[config.mk]
export PLATFORM = sky130hd
export DESIGN_NAME = crtc_raster_timer
export DESIGN_NICKNAME = d
export VERILOG_FILES = /design/src/rtl/crtc_pkg.sv /design/src/rtl/crtc_counter.sv /design/src/rtl/crtc_regfile.sv /design/src/rtl/crtc_decode.sv /design/src/rtl/crtc_raster_timer.sv
export SDC_FILE = /design/constraint.sdc
export NUM_CORES = 1
export LEC_CHECK = 0
export BUFFER_PORTS_ARGS = -buffer_cell sky130_fd_sc_hd__buf_2
export CAP_MARGIN = 20
export CELL_PAD_IN_SITES_DETAIL_PLACEMENT = 2
export CELL_PAD_IN_SITES_GLOBAL_PLACEMENT = 2
export CORE_MARGIN = 4
export CORE_UTILIZATION = 37
export DETAILED_ROUTE_END_ITERATION = 10
export PLACE_DENSITY_LB_ADDON = 0.25
export SLEW_MARGIN = 30
export SYNTH_ARGS = -nofsm -noshare
export SYNTH_HDL_FRONTEND = slang
export SYNTH_SLANG_ARGS = --single-unit
export TNS_END_PERCENT = 30
[constraint.sdc]
create_clock -name clk -period 3.15 [get_ports clk]
set_clock_uncertainty 0.2 [all_clocks]
set_input_delay 0.4725 -clock clk [delete_from_list [all_inputs] [get_ports clk]]
set_output_delay 0.4725 -clock clk [all_outputs]
set_load 0.005 [all_outputs]
[src/rtl/crtc_pkg.sv]
package crtc_pkg;
  localparam int HW       = 8;
  localparam int VW       = 10;
  localparam int HCW      = HW + 1;
  localparam int VCW      = VW + 1;
  localparam int AW       = 4;
  localparam int NFLD     = 6;
  localparam int H_BASE   = 0;
  localparam int V_BASE   = H_BASE + NFLD;
  localparam int VHI      = VW - 8;
  localparam int FPR      = 8 / VHI;
  localparam int OVF_BASE = V_BASE + NFLD;
  localparam int NREG     = OVF_BASE + 2;
  localparam int POL_REG  = OVF_BASE + 1;
  localparam int HNEG_BIT = 7;
  localparam int VNEG_BIT = 6;
  localparam int HTOT_OFS = 4;
  localparam int VTOT_OFS = 1;

  localparam int F_TOT = 0;
  localparam int F_DE  = 1;
  localparam int F_BS  = 2;
  localparam int F_BE  = 3;
  localparam int F_SS  = 4;
  localparam int F_SE  = 5;

  typedef logic [NREG-1:0][7:0] crtc_regs_t;

  typedef struct packed {
    logic [NFLD-1:0][HW-1:0] h;
    logic [NFLD-1:0][VW-1:0] v;
    logic                    hneg;
    logic                    vneg;
  } crtc_timing_t;

  function automatic crtc_timing_t crtc_unpack(input crtc_regs_t r);
    crtc_timing_t t;
    for (int i = 0; i < NFLD; i++) begin
      t.h[i] = r[H_BASE + i][HW-1:0];
      t.v[i] = {r[OVF_BASE + i / FPR][(i % FPR) * VHI +: VHI], r[V_BASE + i]};
    end
    t.hneg = r[POL_REG][HNEG_BIT];
    t.vneg = r[POL_REG][VNEG_BIT];
    return t;
  endfunction

  function automatic logic crtc_set_ok(input crtc_timing_t t);
    return (t.h[F_SE] != t.h[F_SS]) && (t.v[F_SE] != t.v[F_SS]);
  endfunction
endpackage

[src/rtl/crtc_counter.sv]
module crtc_counter #(
  parameter int W = 9
) (
  input  logic         clk,
  input  logic         rst_n,
  input  logic         adv,
  input  logic [W-1:0] limit,
  output logic [W-1:0] cnt,
  output logic         wrap
);
  logic [W-1:0] cnt_n;
  logic         at_lim;

  assign at_lim = (cnt == limit);
  assign wrap   = adv && at_lim;

  always_comb begin
    cnt_n = cnt;
    if (adv) cnt_n = at_lim ? '0 : cnt + W'(1);
  end

  always_ff @(posedge clk or negedge rst_n) begin
    if (!rst_n) cnt <= '0;
    else        cnt <= cnt_n;
  end

  // the count never passes the programmed limit
  a_r1_cnt_within_limit: assert property (@(posedge clk) disable iff (!rst_n)
    cnt <= limit);

  // the count moves only after an advance request
  a_r2_cnt_moves_on_adv: assert property (@(posedge clk) disable iff (!rst_n)
    (cnt != $past(cnt)) |-> $past(adv));
endmodule

[src/rtl/crtc_regfile.sv]
module crtc_regfile
  import crtc_pkg::*;
(
  input  logic          clk,
  input  logic          rst_n,
  input  logic          wr_en,
  input  logic [AW-1:0] wr_addr,
  input  logic [7:0]    wr_data,
  input  logic          frame_end,
  output crtc_timing_t  tim
);
  crtc_regs_t   shd_q, shd_n;
  crtc_regs_t   act_q, act_n;
  crtc_timing_t pend;

  assign pend = crtc_unpack(shd_q);
  assign tim  = crtc_unpack(act_q);

  always_comb begin
    shd_n = shd_q;
    if (wr_en && (wr_addr < AW'(NREG))) shd_n[wr_addr] = wr_data;
  end

  always_comb begin
    act_n = act_q;
    if (frame_end && crtc_set_ok(pend)) act_n = shd_q;
  end

  always_ff @(posedge clk or negedge rst_n) begin
    if (!rst_n) begin
      shd_q <= '0;
      act_q <= '0;
    end else begin
      shd_q <= shd_n;
      act_q <= act_n;
    end
  end

  // the active set only changes on a frame-end edge
  a_r8_commit_at_frame_end: assert property (@(posedge clk) disable iff (!rst_n)
    (act_q != $past(act_q)) |-> $past(frame_end));

  // an adopted set always carries non-empty sync pulses
  a_r9_adopted_has_sync: assert property (@(posedge clk) disable iff (!rst_n)
    (act_q != $past(act_q)) |-> ((tim.h[F_SE] != tim.h[F_SS]) && (tim.v[F_SE] != tim.v[F_SS])));
endmodule

[src/rtl/crtc_decode.sv]
module crtc_decode
  import crtc_pkg::*;
(
  input  logic [HCW-1:0] hcnt,
  input  logic [VCW-1:0] vcnt,
  input  crtc_timing_t   tim,
  output logic           hsync,
  output logic           vsync,
  output logic           disp_en,
  output logic           blank
);
  logic [HCW-1:0] h_de, h_bs, h_be, h_ss, h_se;
  logic [VCW-1:0] v_de, v_bs, v_be1, v_ss, v_se;
  logic           h_act, v_act, h_blk, v_blk, h_syn, v_syn;

  always_comb begin
    h_de  = HCW'(tim.h[F_DE]);
    h_bs  = HCW'(tim.h[F_BS]);
    h_be  = HCW'(tim.h[F_BE]);
    h_ss  = HCW'(tim.h[F_SS]);
    h_se  = HCW'(tim.h[F_SE]);
    v_de  = VCW'(tim.v[F_DE]);
    v_bs  = VCW'(tim.v[F_BS]);
    v_be1 = VCW'(tim.v[F_BE]) + VCW'(1);
    v_ss  = VCW'(tim.v[F_SS]);
    v_se  = VCW'(tim.v[F_SE]);
  end

  assign h_act   = (hcnt <= h_de);
  assign v_act   = (vcnt <= v_de);
  assign h_blk   = (hcnt > h_bs) && (hcnt <= h_be);
  assign v_blk   = (vcnt >= v_bs) && (vcnt <= v_be1);
  assign h_syn   = (hcnt >= h_ss) && (hcnt < h_se);
  assign v_syn   = (vcnt >= v_ss) && (vcnt < v_se);

  assign disp_en = h_act && v_act;
  assign blank   = h_blk || v_blk;
  assign hsync   = h_syn ^ tim.hneg;
  assign vsync   = v_syn ^ tim.vneg;
endmodule

[src/rtl/crtc_raster_timer.sv]
module crtc_raster_timer
  import crtc_pkg::*;
(
  input  logic           clk,
  input  logic           rst_n,
  input  logic           chr_ce,
  input  logic           wr_en,
  input  logic [AW-1:0]  wr_addr,
  input  logic [7:0]     wr_data,
  output logic           hsync,
  output logic           vsync,
  output logic           disp_en,
  output logic           blank,
  output logic [HCW-1:0] col,
  output logic [VCW-1:0] line
);
  crtc_timing_t   tim;
  logic [HCW-1:0] h_lim;
  logic [VCW-1:0] v_lim;
  logic           h_wrap, v_wrap;

  assign h_lim = HCW'(tim.h[F_TOT]) + HCW'(HTOT_OFS);
  assign v_lim = VCW'(tim.v[F_TOT]) + VCW'(VTOT_OFS);

  crtc_regfile u_regs (
    .clk       (clk),
    .rst_n     (rst_n),
    .wr_en     (wr_en),
    .wr_addr   (wr_addr),
    .wr_data   (wr_data),
    .frame_end (v_wrap),
    .tim       (tim)
  );

  crtc_counter #(.W(HCW)) u_hcnt (
    .clk   (clk),
    .rst_n (rst_n),
    .adv   (chr_ce),
    .limit (h_lim),
    .cnt   (col),
    .wrap  (h_wrap)
  );

  crtc_counter #(.W(VCW)) u_vcnt (
    .clk   (clk),
    .rst_n (rst_n),
    .adv   (h_wrap),
    .limit (v_lim),
    .cnt   (line),
    .wrap  (v_wrap)
  );

  crtc_decode u_dec (
    .hcnt    (col),
    .vcnt    (line),
    .tim     (tim),
    .hsync   (hsync),
    .vsync   (vsync),
    .disp_en (disp_en),
    .blank   (blank)
  );
endmodule

==> reports/summary.txt <==
Total Routing Usage GR: 19.9%
Mapped Nets: 1132
Seq pwr share: 37.3%
Synth cell types: 65
Setup Viol. Count Final: 3
Avg WL per Cell: 23.9 µm
Vias: 8544
Critical path peak fanout: 3
Asr flop ratio synth: 100%
CP required: 2.48 ns
Synth Register Bits: 240
DP HPWL: 25500 µm
Global-route wire length before repair: 59200 µm
Chip height: 195 µm
Synthesized area: 13000 µm²
CORE AREA: 34500 µm²
Power Density: 709 nW/µm²
# IOs: 40
CTS clk-pin slew, worst paths: 0.07 ns
Slew Limit Fails: 0
Fmax: 275 MHz
Detailed Routing Iterations Pass 1: 4
Clk_lat worst skew: 0.56 ns
Die Wd: 195 µm
Worst slack at placement: -0.0845 ns
Final ANT Viol Nets: 0
Vias per cell: 5.29
Switching pwr: 3.57 mW
Area Growth Syn to Fin: 19.7%
Setup tns final: -0.978 ns
Tcrit/Tclk final: 116%
Main synth FF type: dfrtp_1
Fillers: 3469
Avg Cell Area, Syn: 12.7 µm²
Cell taking the most area after synthesis: dfrtp_1
Worst setup margin: -0.488 ns
Register cell area after layout: 6020 µm²
Worst vdd rail ir drop: 0.000531 V
R2R cell count: 10
Port bufs: 39
Vias in the first global route: 9631
Hold endpoint: u_hcnt.cnt[1]
Switching share of total power: 32.4%
Synth top area cells: dfrtp_1, mux2_4, mux2_2
Outcome: finished, violations left
Initial core utilization: 37.6%
R2R setup slack: 0.14 ns
Lkg Pwr: 7.32 nW
Critical Path AT: 2.97 ns
CTS tree: done
Row cnt: 68
Gr ovfl total: 0
Clock Tree Buf Depth: 3
Terminus of the critical flop-to-flop path: u_regs.tim[33]
Routed wl met3: 847 µm
Crit. End Element: primary output
Initial antenna violation count: 1
Worst-Margin Slew: 0.618 ns
HP Class: in -> reg
Hold Path Depth: 3
Clock power frac: 30.2%
Initial DRC Count: 290
Total die area: 38100 µm²
Final wirelength: 38600 µm
Fin crit period: 3.64 ns
Uppermost layer routed: met4
Hold path start: chr_ce
Top cell type's share of synthesized area: 46.3%
CTS Root Buffer Type: clkbuf_16
M1 wire length: 17500 µm
Slew headroom: 58.8%
DRC viols: 0
Worst r2r src: u_regs.tim[64]
CTS Sinks: 240
Register area share after synthesis: 46.3%
Diodes inserted: 0
WS Path Type: reg -> out
Metal2 WL: 19700 µm
Failing checks: negative setup slack
Ratio of cells with drive above 1 in the final layout: 39.6%
Comb pwr share: 32.5%
Final count of hold timing violations: 0
Synthesized instance count: 1022
Pin count of the biggest net entering global routing: 65
Yosys warns: 0
Number of max-cap violations: 0
# H-tree levels: 1
Internal power: 7.44 mW
CP startpoint kind: register
Multi-input gate area: 6660 µm²
WHS: 0.102 ns
Number of CTS-inserted buffers: 29
Nets@finish: 1250
Unrepaired setup endpoints after global routing: true
Placer congestion estimate: 0.769
Number of flops mapped to enable cells by yosys: 0
## worst max-delay path, cell delays in order, from the launching register on
cell and delay [ns]:
dfrtp_1 0.43, ha_4 0.19, buf_6 0.11, xnor2_2 0.13, ha_1 0.34, o21a_1 0.13
o21a_1 0.19, o211ai_1 0.19, a21o_1 0.16, a21oi_2 0.08, o32ai_2 0.21, buf_4 0.17
buf_6 0.09
## per-layer routing
layer	vias to the layer above	track usage [%]
li1	3884	-
met4	0	3.83
met2	81	34.5
met1	4537	27.3
met5	-	0
met3	42	1.85
## through the flow
stage                     instances  area (µm²)  utilization [%]  power [mW]
after floorplan                1022       13000                -        5.98
after global placement         1540       13900             40.4        7.08
after detailed placement       1540       13900             40.4        7.27
after CTS                      1601       15200             43.9        11.0
after global routing           1616       15500             45.0        11.7
final                          1616       15500             45.0        11.0
## power by group through the flow
stage | combinational, mW | sequential (mW) | clock (mW)
floorplan | 1.95 | 4.03 | 0
global placement | 2.99 | 4.08 | 0
detailed placement | 3.14 | 4.13 | 0
CTS | 3.45 | 4.09 | 3.41
global route | 3.95 | 4.17 | 3.57
finish | 3.58 | 4.10 | 3.33
## synth_stat cells (all sizes together) (10+ instances only)
cell,number
o21a,15
a21oi,19
xnor2,29
xor2,24
inv,83
nor4,10
nor2,32
nand2,29
nor3,18
nand2b,10
dfrtp,240
nand3,27
buf,21
ha,94
mux2,220
clkbuf,15
a21o,10
nand4,17
o21ai,21
## repair_timing
action,CTS,global route
endpoints found under the setup margin,29,114
cloned,1,0
pin swaps,20,19
setup buffers,7,16
hold buffers,1,0
resized for setup,42,51
endpoints found under the hold margin,58,0
## sequential cells by signal, summed over array words and instances, names as in the netlist
signal       count
u_vcnt.cnt      11
u_regs.pend    110
u_regs.tim     110
u_hcnt.cnt       9
## cells by family after synthesis
kind of cell | Yosys count | share of synthesized area (%)
simple gates | 178 | 7.48
fa+ha+maj | 94 | 9.06
mux | 229 | 22.7
xor+xnor | 53 | 3.63
flops | 240 | 46.3
buf+inv | 119 | 5.04
compound gates | 109 | 5.84
## area by class of cell
cell class	instances	share of cell area, %
Sequential cell	240	38.7
Multi-Input combinational cell	663	42.9
Timing Repair Buffer	123	6.57
Inverter	83	2.01
Tap cell	455	3.66
Clock inverter	8	0.427
Clock buffer	44	5.74
## how the worst max path moves through the flow
stage	start	to	slack, ns
3_5_place_dp	u_regs.tim[32]	blank	-0.08
4_1_cts	u_regs.tim[33]	blank	-0.49
3_3_place_gp	u_vcnt.cnt[1]	disp_en	0.001
6_report	u_regs.tim[33]	blank	-0.49
2_1_floorplan	u_vcnt.cnt[1]	disp_en	0.16
5_1_grt	u_regs.tim[33]	blank	-0.65
## layout by cell type (no fill, tap or decap), types with 7 or more instances in the layout
cell,synthesis,layout
a21o_1,10,10
a21oi_1,19,13
and3_1,8,8
buf_12,10,9
buf_2,6,36
buf_4,1,64
buf_6,3,10
clkbuf_16,0,29
clkbuf_8,0,11
dfrtp_1,240,233
ha_1,94,81
ha_4,0,10
inv_1,83,80
mux2_2,120,120
mux2_4,100,100
mux2i_1,9,9
nand2_1,29,29
nand2b_1,10,8
nand3_1,26,22
nand4_1,16,16
nor2_1,32,30
nor2b_1,8,7
nor3_1,18,16
nor4_1,9,9
o21a_1,15,15
o21ai_0,21,14
xnor2_1,28,26
xor2_1,24,24
(Power assumes the default switching activity.)
